$ cat src/rtl/lsm_pkg.sv
`timescale 1ns/1ps
package lsm_pkg;
  localparam int NREG    = 16;
  localparam int IDX_W   = $clog2(NREG);
  localparam int INSTR_W = 25;

  // control field positions within the instruction word
  localparam int BIT_PRE  = 24;
  localparam int BIT_UP   = 23;
  localparam int BIT_SBIT = 22;
  localparam int BIT_WBK  = 21;
  localparam int BIT_LOAD = 20;
  localparam int RN_LSB   = 16;

  localparam logic [4:0] MODE_USR = 5'h10;
  localparam logic [4:0] MODE_SYS = 5'h1F;

  typedef enum logic [1:0] {ST_IDLE, ST_XFER, ST_FIN} lsm_state_e;

  typedef struct packed {
    logic             pre;
    logic             up;
    logic             sbit;
    logic             wbk;
    logic             load;
    logic             has_pc;
    logic             banked;
    logic [IDX_W-1:0] rn;
    logic [NREG-1:0]  list;
  } lsm_ctl_t;
endpackage

$ cat src/rtl/lsm_decode.sv
`timescale 1ns/1ps
module lsm_decode
  import lsm_pkg::*;
#(
  parameter int DATA_W = 32,
  parameter int STEP   = 4
) (
  input  logic [INSTR_W-1:0] instr,
  input  logic [DATA_W-1:0]  base,
  input  logic [4:0]         mode,
  output lsm_ctl_t           ctl,
  output logic [DATA_W-1:0]  first_addr
);
  localparam logic [DATA_W-1:0] STEP_V = DATA_W'(STEP);

  always_comb begin
    ctl.pre    = instr[BIT_PRE];
    ctl.up     = instr[BIT_UP];
    ctl.sbit   = instr[BIT_SBIT];
    ctl.wbk    = instr[BIT_WBK];
    ctl.load   = instr[BIT_LOAD];
    ctl.rn     = instr[RN_LSB +: IDX_W];
    ctl.list   = instr[NREG-1:0];
    ctl.has_pc = instr[NREG-1];
    // user and system modes share the user bank, all others own banks
    ctl.banked = (mode != MODE_USR) && (mode != MODE_SYS);
  end

  always_comb begin
    if (instr[BIT_UP])
      first_addr = instr[BIT_PRE] ? base + STEP_V : base;
    else
      first_addr = instr[BIT_PRE] ? base - STEP_V : base;
  end
endmodule

$ cat src/rtl/lsm_list_scan.sv
`timescale 1ns/1ps
module lsm_list_scan
  import lsm_pkg::*;
(
  input  logic [NREG-1:0]  mask,
  input  logic             up,
  output logic [IDX_W-1:0] idx,
  output logic             found,
  output logic             last
);
  localparam logic [NREG-1:0] ONE = {{(NREG-1){1'b0}}, 1'b1};

  // ascending walk takes the lowest set bit, descending the highest
  always_comb begin
    idx   = '0;
    found = 1'b0;
    if (up) begin
      for (int i = NREG - 1; i >= 0; i--) begin
        if (mask[i]) begin
          idx   = IDX_W'(i);
          found = 1'b1;
        end
      end
    end else begin
      for (int i = 0; i < NREG; i++) begin
        if (mask[i]) begin
          idx   = IDX_W'(i);
          found = 1'b1;
        end
      end
    end
  end

  assign last = found && ((mask & ~(ONE << idx)) == '0);
endmodule

$ cat src/rtl/lsm_addr_gen.sv
`timescale 1ns/1ps
module lsm_addr_gen #(
  parameter int DATA_W = 32,
  parameter int STEP   = 4
) (
  input  logic              clk,
  input  logic              rst_n,
  input  logic              load,
  input  logic              advance,
  input  logic              up,
  input  logic [DATA_W-1:0] first,
  output logic [DATA_W-1:0] addr,
  output logic [DATA_W-1:0] wb_val
);
  localparam logic [DATA_W-1:0] STEP_V = DATA_W'(STEP);

  always_ff @(posedge clk or negedge rst_n) begin
    if (!rst_n)       addr <= '0;
    else if (load)    addr <= first;
    else if (advance) addr <= up ? addr + STEP_V : addr - STEP_V;
  end

  // after the walk the register already points one step past the last access
  assign wb_val = up ? addr : addr + STEP_V;
endmodule

$ cat src/rtl/lsm_sequencer.sv
`timescale 1ns/1ps
module lsm_sequencer
  import lsm_pkg::*;
#(
  parameter int DATA_W = 32,
  parameter int STEP   = 4,
  parameter int PC_ADJ = 12
) (
  input  logic              clk,
  input  logic              rst_n,
  input  logic              cmd_valid,
  output logic              cmd_ready,
  input  logic [INSTR_W-1:0] cmd_instr,
  input  logic [DATA_W-1:0] cmd_base,
  input  logic [DATA_W-1:0] cmd_pc,
  input  logic [4:0]        cmd_mode,
  output logic              mem_req_valid,
  input  logic              mem_ready,
  output logic [DATA_W-1:0] mem_addr,
  output logic              mem_we,
  output logic [DATA_W-1:0] mem_wdata,
  input  logic [DATA_W-1:0] mem_rdata,
  output logic [IDX_W-1:0]  rd_idx,
  output logic              rd_user,
  input  logic [DATA_W-1:0] rd_data,
  output logic              wr_en,
  output logic [IDX_W-1:0]  wr_idx,
  output logic              wr_user,
  output logic [DATA_W-1:0] wr_data,
  output logic              wb_en,
  output logic [IDX_W-1:0]  wb_idx,
  output logic [DATA_W-1:0] wb_data,
  output logic              psr_restore,
  output logic              done
);
  localparam logic [DATA_W-1:0] PC_ADJ_V = DATA_W'(PC_ADJ);
  localparam logic [DATA_W-1:0] PC_MASK  = ~DATA_W'(3);
  localparam logic [IDX_W-1:0]  PC_IDX   = IDX_W'(NREG - 1);

  lsm_state_e        state_q;
  lsm_ctl_t          ctl_q;
  lsm_ctl_t          dec_ctl;
  logic [NREG-1:0]   mask_q;
  logic [DATA_W-1:0] pc_q;
  logic [DATA_W-1:0] dec_first;
  logic [DATA_W-1:0] addr;
  logic [DATA_W-1:0] wb_val;
  logic [IDX_W-1:0]  cur_idx;
  logic              cur_found;
  logic              cur_last;
  logic              accept;
  logic              xfer;
  logic              hs;
  logic              is_pc;

  lsm_decode #(.DATA_W(DATA_W), .STEP(STEP)) u_dec (
    .instr      (cmd_instr),
    .base       (cmd_base),
    .mode       (cmd_mode),
    .ctl        (dec_ctl),
    .first_addr (dec_first)
  );

  lsm_list_scan u_scan (
    .mask  (mask_q),
    .up    (ctl_q.up),
    .idx   (cur_idx),
    .found (cur_found),
    .last  (cur_last)
  );

  lsm_addr_gen #(.DATA_W(DATA_W), .STEP(STEP)) u_addr (
    .clk     (clk),
    .rst_n   (rst_n),
    .load    (accept),
    .advance (hs),
    .up      (ctl_q.up),
    .first   (dec_first),
    .addr    (addr),
    .wb_val  (wb_val)
  );

  assign cmd_ready = (state_q == ST_IDLE);
  assign accept    = cmd_valid && cmd_ready;
  assign xfer      = (state_q == ST_XFER) && cur_found;
  assign hs        = xfer && mem_ready;
  assign is_pc     = (cur_idx == PC_IDX);

  always_ff @(posedge clk or negedge rst_n) begin
    if (!rst_n) begin
      state_q <= ST_IDLE;
      ctl_q   <= '0;
      mask_q  <= '0;
      pc_q    <= '0;
    end else begin
      unique case (state_q)
        ST_IDLE: begin
          if (cmd_valid) begin
            ctl_q   <= dec_ctl;
            mask_q  <= dec_ctl.list;
            pc_q    <= cmd_pc;
            state_q <= (dec_ctl.list == '0) ? ST_FIN : ST_XFER;
          end
        end
        ST_XFER: begin
          if (hs) begin
            mask_q[cur_idx] <= 1'b0;
            if (cur_last) state_q <= ST_FIN;
          end
        end
        ST_FIN:  state_q <= ST_IDLE;
        default: state_q <= ST_IDLE;
      endcase
    end
  end

  // memory side
  assign mem_req_valid = xfer;
  assign mem_addr      = addr;
  assign mem_we        = !ctl_q.load;
  assign mem_wdata     = is_pc ? pc_q + PC_ADJ_V : rd_data;

  // register read side (stores)
  assign rd_idx  = cur_idx;
  assign rd_user = xfer && !ctl_q.load && ctl_q.sbit && ctl_q.banked;

  // register write side (loads)
  assign wr_en       = hs && ctl_q.load;
  assign wr_idx      = cur_idx;
  assign wr_data     = is_pc ? (mem_rdata & PC_MASK) : mem_rdata;
  assign wr_user     = wr_en && ctl_q.sbit && !ctl_q.has_pc && ctl_q.banked;
  assign psr_restore = wr_en && ctl_q.sbit && is_pc;

  // completion
  assign done    = (state_q == ST_FIN);
  assign wb_en   = done && (ctl_q.list != '0) && (!ctl_q.pre || ctl_q.wbk);
  assign wb_idx  = ctl_q.rn;
  assign wb_data = wb_val;
endmodule

$ cat config.mk
export PLATFORM = sky130hd
export DESIGN_NAME = lsm_sequencer
export DESIGN_NICKNAME = d
export VERILOG_FILES = /design/src/rtl/lsm_pkg.sv /design/src/rtl/lsm_decode.sv /design/src/rtl/lsm_list_scan.sv /design/src/rtl/lsm_addr_gen.sv /design/src/rtl/lsm_sequencer.sv
export SDC_FILE = /design/constraint.sdc
export NUM_CORES = 1
export LEC_CHECK = 0
export CAP_MARGIN = 20
export CELL_PAD_IN_SITES_DETAIL_PLACEMENT = 2
export CELL_PAD_IN_SITES_GLOBAL_PLACEMENT = 2
export CORE_UTILIZATION = 35
export DETAILED_ROUTE_END_ITERATION = 10
export DONT_BUFFER_PORTS = 1
export GPL_TIMING_DRIVEN = 0
export PLACE_DENSITY = 0.88
export SETUP_SLACK_MARGIN = 0.15
export SLEW_MARGIN = 15
export SYNTH_ARGS = -nofsm -noshare
export SYNTH_HDL_FRONTEND = slang
export SYNTH_SLANG_ARGS = --single-unit
$ cat constraint.sdc
create_clock -name clk -period 4 [get_ports clk]
set_clock_uncertainty 0.1 [all_clocks]
set_input_delay 0.8 -clock clk [delete_from_list [all_inputs] [get_ports clk]]
set_output_delay 0.8 -clock clk [all_outputs]
set_load 0.02 [all_outputs]
# --- Word level (Yosys, flattened, before mapping) ---
# Cells that the tools add are included.
classes:
  shift: 1
  n_addsub: 5
  multipliers: 0
  bitwise_logic: 4
  muxes: 84
  n_eq_ne: 8
  reduce_logical: 29
  magnitude_cmp: 2
  div_mod_pow: 0
op_table:
  columns: ["operator", "count"]
  rows:
  - ["32-bit two-way mux", 8]
  - ["4-bit two-way mux", 25]
  - ["32-bit by 3-bit adder with 32-bit output (second input constant)", 2]
  - ["32-bit by 3-bit subtractor with 32-bit output (second input constant)", 2]
  - ["1-bit two-way mux", 35]
  - ["32-bit by 4-bit adder with 32-bit output (second input constant)", 1]
  - ["16-bit bitwise AND", 2]
  - ["16-bit zero test", 2]
  - ["16-bit two-way mux", 2]
  - ["16-bit inverter", 2]
  - ["16-bit case mux with 2 select lines", 1]
  - ["1-bit logical AND", 16]
  - ["16-bit nonzero test", 1]
  - ["1-bit by 4-bit << shifter with 16-bit output (first input constant)", 1]
  - ["2-bit two-way mux", 7]
  - ["3-bit two-way mux", 4]
  - ["5-bit inequality test (second input constant)", 2]
  - ["2-bit inequality test (second input constant)", 3]
  - ["3-bit AND reduction", 2]
  - ["4-bit by 5-bit less-than comparator with 1-bit output (second input constant)", 1]
  - ["1-bit demux with 4-bit select", 1]
  - ["4-bit equality test (second input constant)", 1]
  - ["4-bit by 1-bit greater-or-equal comparator with 1-bit output (second input constant)", 1]
  - ["2-bit case mux with 2 select lines", 1]
  - ["other kinds (7)", 10]
totals:
  latch_bits: 0
  ram_bits: 0
  memories: 0
  romBits: 0
  ff_bits: 109
  inputBits: 162
  elab_cells: 146

# --- Depth between registers and ports, before layout ---
depth:
  ltp_word: 25
  depth_mapped: 11
  mapped_depth_nobuf: 10

# --- Cells and area by module ---
# Synthesis repeated with hierarchy kept, for this count alone.
unflattened:
  hier_cells: 1262
  hier_area_um2: 9485.3
modules_own_cells:
  columns: ["module", "area_per_inst_um2", "cells_each", "n_inst"]
  rows:
  - ["lsm_sequencer", 4360.4, 555, 1]
  - ["lsm_addr_gen", 3189.3, 412, 1]
  - ["lsm_decode", 1317.5, 199, 1]
  - ["lsm_list_scan", 618.1, 96, 1]

# --- Least setup slack after synthesis ---
# No wires, ideal clock.
synth_path:
  path_kind: "register to output"
  start: "register mask_q[4]"
  end: "output mem_wdata[3]"
  required_time_ns: 3.100
  setup_slack_ns: 0.506
  path_stages_with_launch: 9
  path_buffers: 2
  arrival_ns: 2.594
  path_cell_list: "dfrtp_1 buf_2 or2_2 nor4b_1 a22o_1 nor2_1 nor3_2 clkbuf_1 mux2i_1"
synth_via:
  elab_chain_cells: 15
  elab_cells_between_ends: 20
  cone_classes: "eq/ne: 1; mux: 19"
synth_lines:
  columns: ["item", "line", "text"]
  rows:
  - ["start, declared", "lsm_sequencer.sv:43", "logic [NREG-1:0] mask_q;"]
  - ["start signal, assigned", "lsm_sequencer.sv:100", "mask_q <= dec_ctl.list;"]
  - ["3-bit two-way mux (4 in a row)", "lsm_list_scan.sv:26", "if (mask[i]) begin"]
  - ["4-bit two-way mux (8 in a row)", "lsm_list_scan.sv:26", null]
  - ["4-bit two-way mux *", "lsm_list_scan.sv:17", "if (up) begin"]
  - ["4-bit equality test *", "lsm_sequencer.sv:87", "assign is_pc = (cur_idx == PC_IDX);"]
  - ["32-bit two-way mux *", "lsm_sequencer.sv:121", "assign mem_wdata = is_pc ? pc_q + PC_ADJ_V : rd_data;"]
  - ["end, declared", "lsm_sequencer.sv:21", "output logic [DATA_W-1:0] mem_wdata,"]
# Every way passes the cells marked *; elsewhere a longest branch is shown, timed or not.

# --- Worst setup path in the final report ---
layout_path:
  start: "register u_addr.addr[15]"
  end: "output wb_data[30]"
layout_via:
  elab_chain_cells: 2
layout_lines:
  columns: ["item", "line", "text"]
  rows:
  - ["start, declared", "lsm_addr_gen.sv:12", "output logic [DATA_W-1:0] addr,"]
  - ["start signal, assigned", "lsm_addr_gen.sv:19", "else if (load) addr <= first;"]
  - ["start signal, assigned", "lsm_addr_gen.sv:20", "else if (advance) addr <= up ? addr + STEP_V : addr - STEP_V;"]
  - ["32-bit by 3-bit adder with 32-bit output", "lsm_addr_gen.sv:24", "assign wb_val = up ? addr : addr + STEP_V;"]
  - ["32-bit two-way mux", "lsm_addr_gen.sv:24", null]
  - ["end, declared", "lsm_sequencer.sv:32", "output logic [DATA_W-1:0] wb_data,"]
# Every way passes these cells.

==> results.ini <==
[synthesis]
synth-edff-count = 0
synth_nets = 1350
synth_cell_types = 77
syn_area_per_cell_um2 = 7.47
async_flop_share_pct = 100
synth_seq_cells = 108
seq_area_frac_synth_pct = 30.6
ys_warn_count = 0
syn_area_um2 = 8830
synthFlopType = dfrtp_1
synthCells = 1181

[power]
ir_drop_v = 0.000389
power_density_nw_per_um2 = 863
finalPower_mw = 9.02
leakage_nw = 4.25

[clock_tree]
cts_hold_buf = 0
cts_buffers = 9
h-tree-depth = 3
cts.sinks = 108
cts.clk_slew.worst_paths_ps = 90
cts_tree = done
cts_root_buffer = clkbuf_16
worstSkewPairLatency_ps = 370
clk_path_buf_depth = 2

[outcome]
status = finished with violations
violations = negative setup slack

[placed_design]
detailed_place.area_um2 = 9230
gp_congestion = 0.874
dpl.hpwl_um = 28600
post-place-ws_ps = -538
place_inst = 1505
io_buffers = 0

[layout]
drive_above_1_share_pct = 19.6
stdcell_area_um2 = 10500
fillers = 2785
diodes = 0
fin_cells = 1566
area_growth_syn_to_layout_pct = 18.5
final_net_count = 1406

[grt]
grt_pass1_wl_um = 60900
antenna_found_initial = 0
overflow = 0
grtUsageTotal_pct = 30.9
grt_max_degree = 109
grt_pass1_vias = 10200

[sta]
worst_pin_slew_ps = 972
max_freq_mhz = 247
fin_ws_ps = -52.9
period_share_pct = 101
setup_violations = 1
finalMaxSlewViolations = 0
final.setup.tns_ps = -52.9
hold_viol = 0
max_slew_margin_pct = 34.6
period_minus_slack_ps = 4050
rsz0062_at_grt = true

[floorplan]
core_region_area_um2 = 24500
start_util_pct = 36.0
die_w_um = 161
die_h_um = 161
num_rows = 57
die-area_um2 = 25900
io_pins = 311

[route]
avgRoutedWirePerCell_um = 26.6
drc = 0
ant_nets = 0
wl_um = 41600
first_pass_iters = 5
via_per_inst = 6.07
vias = 9512
drtIter0Drc = 516

[setup_path]
arrival_ps = 3150
crit_chain = buf_6 > nand4_1 > buf_4 > or3_4 > or3_4 > nor3_4 > nand2_2 > nor2_4 > xor2_4
worstPathRequired_ps = 3100
cp-start-kind = flop
cp_slowest_stage_delay_ps = 470
crit_type = flop to primary output
crit_top_cell = or3_4
endpoint_kind = primary output
crit_family = simple AND/OR/NAND/NOR gates
crit_slowest_cell = dfrtp_2
crit_fanout = 4
crit_buf_inv = 2

[job]
drv_cap = 0

[worst_hold_path]
hold_path_class = input port to asynchronous set/reset pin

-- worst register-to-register path, delay by kind of cell, from the launching register on --
| family | cells | cell delay (ps) |
|---|---|---|
| buf+inv | 21 | 2670 |
| flops | 1 | 470 |
| xor+xnor | 1 | 140 |
| compound gates | 2 | 240 |
| simple gates | 2 | 280 |
-- synth_stat cells (20+ instances only) --
cell	instances	area [um^2]
a21oi_1	75	375
and3_1	20	125
buf_4	42	315
clkbuf_1	51	191
dfrtp_1	108	2700
inv_1	24	90.1
nand2_1	253	950
nand3_1	38	190
nor2_1	111	417
nor3_1	39	195
nor4_1	27	169
o21ai_0	52	260
xnor2_1	52	455
xor2_1	58	508
-- per-stage QoR --
step | hold slack, ps | utilization (%)
floorplan | 337 | -
global placement | 352 | 37.6
detailed placement | 371 | 37.6
CTS | 7.61 | 41.5
global route | 6.73 | 42.6
finish | 22.1 | 42.6
-- metal layers --
| metal | global-route usage [%] | up-vias | share of wire, % |
|---|---|---|---|
| met2 | 52.3 | 462 | 49 |
| met1 | 35.9 | 4761 | 39 |
| met3 | 7.23 | 122 | 7.2 |
| met4 | 17.2 | 0 | 4.6 |
| li1 | - | 4167 | - |
| met5 | 0 | - | 0 |
-- final cells by class --
type	count	area, um^2	area share [%]
plain buffers	114	777	7.43
multi-input cells	933	5810	55.5
clock inverters	7	80.1	0.766
clock buffers	9	225	2.15
well taps	324	405	3.88
inverters	26	97.6	0.933
repair buffers	45	354	3.39
flip-flops and latches	108	2710	25.9
-- where the power goes --
part | leakage [nW] | internal [mW] | switching (mW)
Combinational | 2.79 | 1.80 | 3.75
Sequential | 1.31 | 1.61 | 0.866
Clock | 0.148 | 0.498 | 0.500
-- worst paths after layout --
kind | cells after the start | startpoint | slack (ps) | end
max | 9 | u_addr.addr[15]$_DFFE_PN0P_ | -50 | wb_data[30]
min | 0 | rst_n | 20 | u_addr.addr[18]$_DFFE_PN0P_
max reg2reg | 26 | u_addr.addr[15]$_DFFE_PN0P_ | 20 | u_addr.addr[16]$_DFFE_PN0P_
min reg2reg | 2 | wb_idx[3]$_DFFE_PN0P_ | 390 | wb_idx[3]$_DFFE_PN0P_
max in group asynchronous | 0 | rst_n | 3510 | pc_q[15]$_DFFE_PN0P_
min in group clk | 2 | wb_idx[3]$_DFFE_PN0P_ | 390 | wb_idx[3]$_DFFE_PN0P_
-- cells in the final DEF (no fill, tap or decap), types with 8 or more instances in the layout --
cell,netlist,layout
a21oi_2,2,29
nor4_1,27,23
o22ai_1,10,9
nand4_1,19,19
clkbuf_1,51,37
inv_1,24,24
xnor2_1,52,47
nor3_1,39,36
nor2_1,111,105
o31ai_1,10,10
or4_1,15,14
o21ai_0,52,50
a21oi_1,75,48
buf_6,4,9
clkbuf_8,9,10
nand2_1,253,250
dfrtp_1,108,101
xor2_1,58,50
buf_4,42,86
or3_1,14,12
and3_1,20,20
nand3_1,38,36
a22o_1,10,10
a31oi_1,8,8
clkbuf_16,0,9
-- sequential cells by signal (all words and copies together) (netlist names) --
register     flops
ctl_q           22
mask_q          16
pc_q            32
state_q          2
u_addr.addr     32
wb_idx           4
-- cell families after synthesis --
family / Yosys count / share of synthesized area [%]
DFF: 108 / 30.6
muxes: 10 / 1.20
and+or+nand+nor: 588 / 31.5
buffers and inverters: 140 / 9.21
AOI/OAI and AO/OA: 217 / 15.5
xor gates and xnor gates: 110 / 10.9
adders and majority gates: 8 / 1.11
-- what timing repair did --
item                       CTS  global route
gates resized for setup     94            46
setup endpoints to repair   56            48
buffers inserted            34            11
pin swaps                   13            13
No activity file was read; power rests on OpenSTA's default activity.
